File: config.mk
export PLATFORM = sky130hd
export DESIGN_NAME = tt_region_select
export DESIGN_NICKNAME = d
export VERILOG_FILES = /design/src/rtl/tt_sel_pkg.sv /design/src/rtl/tt_field_mask.sv /design/src/rtl/tt_region_cmp.sv /design/src/rtl/tt_select_core.sv /design/src/rtl/tt_region_select.sv
export SDC_FILE = /design/constraint.sdc
export NUM_CORES = 1
export LEC_CHECK = 0
export ABC_AREA = 0
export ABC_CLOCK_PERIOD_IN_PS = 5400
export BUFFER_PORTS_ARGS = -buffer_cell sky130_fd_sc_hd__clkbuf_2
export CAP_MARGIN = 5
export CORE_MARGIN = 10
export CORE_UTILIZATION = 33
export CTS_CLUSTER_DIAMETER = 80
export DETAILED_ROUTE_END_ITERATION = 12
export SLEW_MARGIN = 25
export SYNTH_ARGS = -nofsm -noshare
export SYNTH_HDL_FRONTEND = slang
export SYNTH_SLANG_ARGS = --single-unit
File: constraint.sdc
create_clock -name clk -period 5.4 [get_ports clk]
set_clock_uncertainty 0.15 [all_clocks]
set_input_delay 1.08 -clock clk [delete_from_list [all_inputs] [get_ports clk]]
set_output_delay 1.08 -clock clk [all_outputs]
set_load 0.01 [all_outputs]
File: src/rtl/tt_sel_pkg.sv
// Package: shared encodings for the translation-table region selector.
// Assumes: exactly two regions, low (0) and high (1).
package tt_sel_pkg;
    typedef enum logic {
        REGION_LOW  = 1'b0,
        REGION_HIGH = 1'b1
    } region_e;
endpackage

File: src/rtl/tt_field_mask.sv
// Module: tt_field_mask
// Builds the mask of address bits inspected by a region test.
// Bits [ADDR_W-1-IGN_BITS*tbi : ADDR_W-tsz] are set; a zero tsz gives an
// empty mask. Assumes tsz < 2**TSZ_W <= ADDR_W.
module tt_field_mask #(
    parameter int ADDR_W   = 64,
    parameter int TSZ_W    = 6,
    parameter int IGN_BITS = 8
) (
    input  logic [TSZ_W-1:0]  tsz,
    input  logic              tbi,
    output logic [ADDR_W-1:0] mask
);
    localparam int BW = 32;

    logic [BW-1:0] lo_bound;
    logic [BW-1:0] hi_bound;

    // Bounds of the inspected field, inclusive.
    always_comb begin
        lo_bound = BW'(ADDR_W) - BW'(tsz);
        hi_bound = BW'(ADDR_W - 1) - (tbi ? BW'(IGN_BITS) : '0);
    end

    // One comparator pair per address bit.
    for (genvar i = 0; i < ADDR_W; i++) begin : g_bit
        assign mask[i] = (tsz != '0) && (BW'(i) >= lo_bound) && (BW'(i) <= hi_bound);
    end
endmodule

File: src/rtl/tt_region_cmp.sv
// Module: tt_region_cmp
// Tests whether an address lies in one region: all inspected bits zero for
// the low region (WANT_ONES=0) or all one for the high region (WANT_ONES=1).
// An unconfigured region (tsz = 0) never passes. Empty field passes.
module tt_region_cmp #(
    parameter int ADDR_W    = 64,
    parameter int TSZ_W     = 6,
    parameter int IGN_BITS  = 8,
    parameter bit WANT_ONES = 1'b0
) (
    input  logic [ADDR_W-1:0] addr,
    input  logic [TSZ_W-1:0]  tsz,
    input  logic              tbi,
    output logic              hit
);
    logic [ADDR_W-1:0] mask;
    logic [ADDR_W-1:0] picked;
    logic              uniform;

    tt_field_mask #(
        .ADDR_W  (ADDR_W),
        .TSZ_W   (TSZ_W),
        .IGN_BITS(IGN_BITS)
    ) u_mask (
        .tsz (tsz),
        .tbi (tbi),
        .mask(mask)
    );

    // Keep only the inspected bits.
    assign picked = addr & mask;

    // Polarity of the uniformity test is a build-time choice.
    if (WANT_ONES) begin : g_ones
        assign uniform = (picked == mask);
    end else begin : g_zeros
        assign uniform = (picked == '0);
    end

    // Region passes only if configured.
    assign hit = (tsz != '0) && uniform;
endmodule

File: src/rtl/tt_select_core.sv
// Module: tt_select_core
// Priority decision: low hit, high hit, low unconfigured, high unconfigured,
// else gap fault. A disabled chosen region also faults. Purely combinational.
module tt_select_core
    import tt_sel_pkg::*;
#(
    parameter int TSZ_W  = 6,
    parameter int GRAN_W = 5
) (
    input  logic              lo_hit,
    input  logic              hi_hit,
    input  logic [TSZ_W-1:0]  tsz_lo,
    input  logic [TSZ_W-1:0]  tsz_hi,
    input  logic              dis_lo,
    input  logic              dis_hi,
    input  logic [GRAN_W-1:0] gran_lo,
    input  logic [GRAN_W-1:0] gran_hi,
    output region_e           sel,
    output logic              fault,
    output logic [TSZ_W-1:0]  sel_tsz,
    output logic [GRAN_W-1:0] sel_gran
);
    logic gap;

    // Ordered region choice.
    always_comb begin
        gap = 1'b0;
        sel = REGION_LOW;
        if (lo_hit)               sel = REGION_LOW;
        else if (hi_hit)          sel = REGION_HIGH;
        else if (tsz_lo == '0)    sel = REGION_LOW;
        else if (tsz_hi == '0)    sel = REGION_HIGH;
        else                      gap = 1'b1;
    end

    // Attribute forwarding and fault composition.
    always_comb begin
        if (gap) begin
            sel_tsz  = '0;
            sel_gran = '0;
            fault    = 1'b1;
        end else if (sel == REGION_HIGH) begin
            sel_tsz  = tsz_hi;
            sel_gran = gran_hi;
            fault    = dis_hi;
        end else begin
            sel_tsz  = tsz_lo;
            sel_gran = gran_lo;
            fault    = dis_lo;
        end
    end

    // a low hit can never produce the high region.
    always_comb begin
        a_r3_low_first: assert (!(lo_hit && sel == REGION_HIGH));
    end
endmodule

File: src/rtl/tt_region_select.sv
// Module: tt_region_select (top)
// Chooses the translation-table region for an address, or faults, and
// registers the result once: response appears the cycle after req_valid.
// Assumes synchronous active-low reset; inputs are stable in a request cycle.
module tt_region_select
    import tt_sel_pkg::*;
#(
    parameter int ADDR_W   = 64,
    parameter int TSZ_W    = 6,
    parameter int GRAN_W   = 5,
    parameter int IGN_BITS = 8
) (
    input  logic              clk,
    input  logic              rst_n,
    input  logic              req_valid,
    input  logic [ADDR_W-1:0] req_addr,
    input  logic [TSZ_W-1:0]  tsz_lo,
    input  logic [TSZ_W-1:0]  tsz_hi,
    input  logic              tbi_lo,
    input  logic              tbi_hi,
    input  logic              dis_lo,
    input  logic              dis_hi,
    input  logic [GRAN_W-1:0] gran_lo,
    input  logic [GRAN_W-1:0] gran_hi,
    output logic              rsp_valid,
    output logic              rsp_region,
    output logic [GRAN_W-1:0] rsp_gran,
    output logic [TSZ_W-1:0]  rsp_tsz,
    output logic              rsp_fault
);
    localparam int SEL_BIT = ADDR_W - IGN_BITS - 1;
    localparam int NREG    = 2;

    logic              tbi_eff;
    logic [NREG-1:0]   hit;
    logic [TSZ_W-1:0]  tsz_v [NREG];
    region_e           sel;
    logic              fault_c;
    logic [TSZ_W-1:0]  tsz_c;
    logic [GRAN_W-1:0] gran_c;

    // Address bit just below the ignorable byte picks the enable.
    assign tbi_eff  = req_addr[SEL_BIT] ? tbi_hi : tbi_lo;
    assign tsz_v[0] = tsz_lo;
    assign tsz_v[1] = tsz_hi;

    // One region test per region; region index sets the polarity.
    for (genvar r = 0; r < NREG; r++) begin : g_reg
        tt_region_cmp #(
            .ADDR_W   (ADDR_W),
            .TSZ_W    (TSZ_W),
            .IGN_BITS (IGN_BITS),
            .WANT_ONES(r == 1)
        ) u_cmp (
            .addr(req_addr),
            .tsz (tsz_v[r]),
            .tbi (tbi_eff),
            .hit (hit[r])
        );
    end

    tt_select_core #(
        .TSZ_W (TSZ_W),
        .GRAN_W(GRAN_W)
    ) u_core (
        .lo_hit  (hit[0]),
        .hi_hit  (hit[1]),
        .tsz_lo  (tsz_lo),
        .tsz_hi  (tsz_hi),
        .dis_lo  (dis_lo),
        .dis_hi  (dis_hi),
        .gran_lo (gran_lo),
        .gran_hi (gran_hi),
        .sel     (sel),
        .fault   (fault_c),
        .sel_tsz (tsz_c),
        .sel_gran(gran_c)
    );

    // Valid strobe: one cycle delay of the request.
    always_ff @(posedge clk) begin
        if (!rst_n) rsp_valid <= 1'b0;
        else        rsp_valid <= req_valid;
    end

    // Result register: loads on a request, holds otherwise.
    always_ff @(posedge clk) begin
        if (!rst_n) begin
            rsp_region <= 1'b0;
            rsp_gran   <= '0;
            rsp_tsz    <= '0;
            rsp_fault  <= 1'b0;
        end else if (req_valid) begin
            rsp_region <= sel;
            rsp_gran   <= gran_c;
            rsp_tsz    <= tsz_c;
            rsp_fault  <= fault_c;
        end
    end

    // response follows a request by one cycle.
    a_r1_rsp_follows: assert property (@(posedge clk) disable iff (!rst_n)
        req_valid |=> rsp_valid);
    // no response without a request.
    a_r1_no_spurious: assert property (@(posedge clk) disable iff (!rst_n)
        !req_valid |=> !rsp_valid);
    // result fields hold between requests.
    a_r1_hold: assert property (@(posedge clk) disable iff (!rst_n)
        !req_valid |=> $stable(rsp_fault) && $stable(rsp_region));
    // both configured and neither matches gives a fault.
    a_r7_gap_fault: assert property (@(posedge clk) disable iff (!rst_n)
        (req_valid && tsz_lo != '0 && tsz_hi != '0 && !hit[0] && !hit[1])
        |=> (rsp_fault && !rsp_region));
    // a low match on a disabled low region faults.
    a_r8_disabled_lo: assert property (@(posedge clk) disable iff (!rst_n)
        (req_valid && hit[0] && dis_lo) |=> (rsp_fault && !rsp_region));
    // a clean low match is reported as the low region without fault.
    a_r3_low_ok: assert property (@(posedge clk) disable iff (!rst_n)
        (req_valid && hit[0] && !dis_lo) |=> (!rsp_fault && !rsp_region));
endmodule

# Word level (Yosys, flattened, before mapping)

Index checks and enable logic that the tools add are counted.

Bits in writable memories: 0
Output and inout port bits: 14
Bits in registers: 14
Bits in read-only memories: 0
Word-level logic and storage cells: 482
Latch bits: 0
Input port bits: 93
Memories: 0

Multiplexer cells: 16
Add/sub/neg operators: 3
$lt $le $gt $ge: 192
Bitwise logic cells: 2
Shift operators: 0
Div/mod/pow operators: 0
Equal/unequal tests: 1
Reduce and logical (&&, ||, !) cells: 263
Multiply operators: 0

Operator list:

| kind                | number |
|---|---|
| $ge 6x32->1 const A | 64 |
| $ge 5x32->1 const A | 32 |
| $le 6x32->1 const A | 32 |
| $ge 4x32->1 const A | 16 |
| $le 5x32->1 const A | 16 |
| $logic_and 1x1->1   | 258 |
| $ge 3x32->1 const A | 8 |
| $le 4x32->1 const A | 8 |
| $and 64x64->64      | 2 |
| $ge 1x32->1 const A | 4 |
| $ge 2x32->1 const A | 4 |
| $le 3x32->1 const A | 4 |
| $eq 64x64->1        | 1 |
| $le 1x32->1 const A | 2 |
| $le 2x32->1 const A | 2 |
| $logic_not 64->1    | 1 |
| $sub 7x6->8 const A | 2 |
| $logic_not 6->1     | 2 |
| $mux 6              | 2 |
| $reduce_bool 6->1   | 2 |
| $mux 1              | 11 |
| $mux 5              | 2 |
| $sub 6x4->7 const A | 1 |
| $mux 4              | 1 |

# Longest topological paths before layout

Word-level depth: 12
Depth in mapped cells: 16
Depth with buffers taken out: 12

# Hierarchy

Synthesis repeated with hierarchy kept, for this count alone.

Cell total of the unflattened synthesis: 681
Area, all modules: 4393.0 µm²

By module, submodules not included:

| module                          | cells each | instances | seq. area each (µm²) | area an instance (µm²) |
|---|---|---|---|---|
| tt_field_mask                   | 222        | 2         | 0.0                  | 1315.0 |
| tt_region_select                | 45         | 1         | 280.3                | 545.5 |
| tt_region_cmp at g_reg[1].u_cmp | 102        | 1         | 0.0                  | 534.3 |
| tt_region_cmp at g_reg[0].u_cmp | 41         | 1         | 0.0                  | 384.1 |
| tt_select_core                  | 49         | 1         | 0.0                  | 299.0 |

# Worst setup path after synthesis

No wires, ideal clock.

Kind: input port to flip-flop
Start: input port tsz_lo[0]
End: register rsp_tsz[0]
Setup slack: 0.997 ns
Arrival: 4.136 ns
Stages on the path: 15
Path through: buf_2 inv_1 ha_1 buf_2 nor3b_2 xor2_1 o41a_1 a2111oi_0 a41oi_1 a2111oi_0 o211ai_1 o21ai_2 buf_6 mux2i_1 o21ai_1

Word-level cells in the longest chain between the ends: 10

Ends and longest elaborated chain:

| item                                | RTL line               | RTL |
|---|---|---|
| start, declared                     | tt_region_select.sv:17 | `input logic [TSZ_W-1:0] tsz_lo,` |
| $sub 7x6->8                         | tt_field_mask.sv:21    | `lo_bound = BW'(ADDR_W) - BW'(tsz);` |
| $ge 1x32->1 (tied with other cells) | tt_field_mask.sv:27    | `assign mask[i] = (tsz != '0) && (BW'(i) >= lo_bound) && (BW'(i) <= hi_bound);` |
| $logic_and 1x1->1 (2 in a row)      | tt_field_mask.sv:27    |  |
| $and 64x64->64                      | tt_region_cmp.sv:31    | `assign picked = addr & mask;` |
| $logic_not 64->1                    | tt_region_cmp.sv:37    | `assign uniform = (picked == '0);` |
| $logic_and 1x1->1                   | tt_region_cmp.sv:41    | `assign hit = (tsz != '0) && uniform;` |
| $mux 1                              | tt_select_core.sv:29   | `if (lo_hit) sel = REGION_LOW;` |
| $mux 6                              | tt_select_core.sv:42   | `end else if (sel == REGION_HIGH) begin` |
| $mux 6 (*)                          | tt_select_core.sv:38   | `if (gap) begin` |
| end signal, assigned                | tt_region_select.sv:96 | `rsp_tsz <= tsz_c;` |
| end, declared                       | tt_region_select.sv:28 | `output logic [TSZ_W-1:0] rsp_tsz,` |

Every way passes the cells marked *; elsewhere a longest branch is shown, timed or not.
A chain may end at the register's enable or synchronous reset.

# Final worst setup path

Start: input port tsz_lo[0]
End: register rsp_tsz[1]

The elaborated chain is that of the path after synthesis.

==> run metrics <==
status complete, no violations; prevailing post-synth register cell dfxtp_1; Arr. time, crit path between 4000 and 5000 ps; area of the multi-input gates 2820 um2; Pleak between 0.0015 and 0.002 uW; standard-cell row count 36; minimum clock period 4980 ps; Setup crit start kind input port; hold_sp rsp_tsz[4]; max-cap violations 0; RSZ-0062 raised after global routing no; HP Class reg2reg; Vias/cell roughly 6.6; RePlAce Congestion between 1 and 1.5; chip width 120 um; 1st-iter DRT viols between 600 and 700; Net count, final 685; Worst R2R Start rsp_region; die area 14500 um2; ys async rst share 0%; met1 Usage GRT a little under 30%; Cell variety after synth 81; Final Hold Viols 0; drc violations 0; post-synthesis register bit count 14; Synth Area per Inst 6.74 um2; vias in the first global route approximately 4600; GR Util All Layers a little over a fifth; Fin Setup TNS 0 ps; H-tree levels 1; average routed wire per standard cell ~23 um; post-DP HPWL 13.7 mm; CTS tree yes; met3 usage between 5 and 6%; largest net degree at the start of global routing 29; fraction of the yosys area taken by sequential cells between 8 and 9%; Finish-stage setup viols 0; Final period util around 90%; first-pass GRT wire length approximately 26 mm; Inserted Clock Buffers 3; CTS root buf clkbuf_8; Worst-Skew Late Latency 240 ps; register area 280 um2; maximum vdd drop roughly 74 uV; Max Transition Viols Final 0; CP Launch Point tsz_lo[0]; clock slew at reported path FFs 60 ps; DRT Pass-1 Iters 6; antenna violations before repair 0; Post-synth EDFFs 0; setup slack, reg-to-reg around 4500 ps; Worst-Margin Slew 922 ps; Mapped Area between 3000 and 4000 um2; clk sinks 14; IO Port Bufs between 100 and 150; GR Overflow Total 0; most frequent cells in the layout clkbuf_2, o21ai_0, nand2_1, nor2_1, a21oi_1; Rel. slew slack about two fifths; gr busiest metal met2; area growth from synthesis to layout 20.4%; Top Ports about 110; antenna-violating nets left 0; crit-path max FO 14; Bufs on Longest Clock Path 2; Setup Fix Bufs, Post-CTS 0; routed wire length about 17 mm; detailed-route via count between 4000 and 5000; CP Capture Type flip-flop; maximum clock frequency ~200 MHz; Post-Syn Nets roughly 590; fill count 1097; Starting Density 33.9%; met2 Use GR between 30% and 40%; Worst Hold Margin between 200 and 300 ps; kind of critical path in2reg; hold-fix buffer count after cts 0; Synth Instances between 400 and 500; core footprint between 9000 and 10000 um2; synthesis warning total 0; Required @ worst endpoint 5370 ps; ant diodes 0; layout cells sized above 1 about a quarter; PD cells ~130 nW/um2; Die H 120 um; commonest non-fill, non-tap cell in the layout clkbuf_2; post-CTS sizing 0
[worst max-delay path, cell delays in order]
cell and delay (ps):
clkbuf_2 270, inv_1 120, ha_1 320, or2_2 360, or3_1 430, a221o_1 370, o32ai_1 400, o2111ai_1 170
nor4bb_1 410, o211ai_1 290, o21ai_2 370, mux2i_1 280, o21ai_1 70
[state kept, by name (all words and copies together) (netlist names)]
signal	flops
rsp_fault	1
rsp_gran	5
rsp_region	1
rsp_tsz	6
rsp_valid	1
[area by class of cell]
| cell class | instances | area share, % |
|---|---|---|
| repair buffers | 120 | 15.8 |
| multi-input cells | 430 | 70.2 |
| well taps | 133 | 4.15 |
| inverters | 16 | 1.50 |
| clock buffers | 4 | 1.37 |
| flip-flops and latches | 14 | 6.98 |
[worst paths after layout]
check                           depth (start not counted)         end
worst max-delay path                                   13  rsp_tsz[1]
worst min-delay path                                    2  rsp_tsz[4]
worst max register to register                          3  rsp_region
worst min register to register                          2  rsp_tsz[4]
[cells by family (layout without fill, tap and decap cells)]
| group | count (synthesis) | count (layout) | synth area share [%] |
|---|---|---|---|
| AOI/OAI and AO/OA | 222 | 222 | 45.5 |
| and+or+nand+nor | 177 | 177 | 29.4 |
| buffers and inverters | 50 | 140 | 7.10 |
| muxes | 17 | 17 | 5.14 |
| DFF | 14 | 14 | 8.41 |
| adders and majority gates | 7 | 7 | 2.63 |
| xor gates and xnor gates | 7 | 7 | 1.84 |
[metal layers]
layer  part of all wire [%]  wire (um)
met1                     42       7080
met2                     43       7190
met3                     12       2020
met4                    3.2        543
met5                      0          0
[report_power, final]
group / internal [uW] / switching (uW)
combinational: 112 / 201
sequential: 105 / 0.623
clock: 64.4 / 34.3
total: 281 / 235
[synth_stat cells, types with 3 or more instances]
library cell | instances | area, um2
inv_1 | 15 | 56.3
a21boi_0 | 4 | 30.0
and2_1 | 5 | 31.3
o21a_1 | 4 | 30.0
dfxtp_1 | 14 | 280
o21bai_1 | 3 | 22.5
o2111ai_1 | 4 | 35.0
nor2_1 | 40 | 150
o21ai_1 | 12 | 60.1
o22ai_1 | 6 | 37.5
or2_2 | 5 | 31.3
o31ai_1 | 6 | 45.0
nor4b_1 | 3 | 26.3
xor2_1 | 3 | 26.3
a32oi_1 | 5 | 43.8
mux2i_1 | 16 | 160
o211ai_1 | 14 | 105
a31oi_1 | 7 | 43.8
o221ai_1 | 3 | 26.3
a2111oi_0 | 3 | 26.3
a221oi_1 | 4 | 35.0
xnor2_1 | 4 | 35.0
buf_1 | 3 | 11.3
nand2_1 | 42 | 158
buf_6 | 4 | 45.0
a21o_1 | 6 | 45.0
clkbuf_1 | 14 | 52.6
nor2b_1 | 10 | 62.6
ha_1 | 7 | 87.6
o21ai_0 | 44 | 220
nor3b_1 | 3 | 22.5
o32ai_1 | 4 | 35.0
buf_2 | 12 | 60.1
nand3_1 | 10 | 50.1
a211oi_1 | 12 | 90.1
nor4_1 | 11 | 68.8
a21oi_1 | 40 | 200
a22oi_1 | 6 | 45.0
a41oi_1 | 3 | 26.3
or3_1 | 5 | 31.3
nand2b_1 | 10 | 62.6
nor3_1 | 11 | 55.1
[through the flow]
stage | power (uW) | instances | area (um2) | worst slack (ps) | util (%)
CTS | 508 | 717 | 4010 | 511 | 40.9
floorplan | 288 | 494 | 3330 | 997 | -
detailed placement | 407 | 713 | 3960 | 279 | 40.3
global route | 547 | 717 | 4010 | 251 | 40.9
global placement | 411 | 713 | 3960 | 254 | 40.3
finish | 516 | 717 | 4010 | 416 | 40.9
Note: power is estimated with default switching activity, not from simulation.
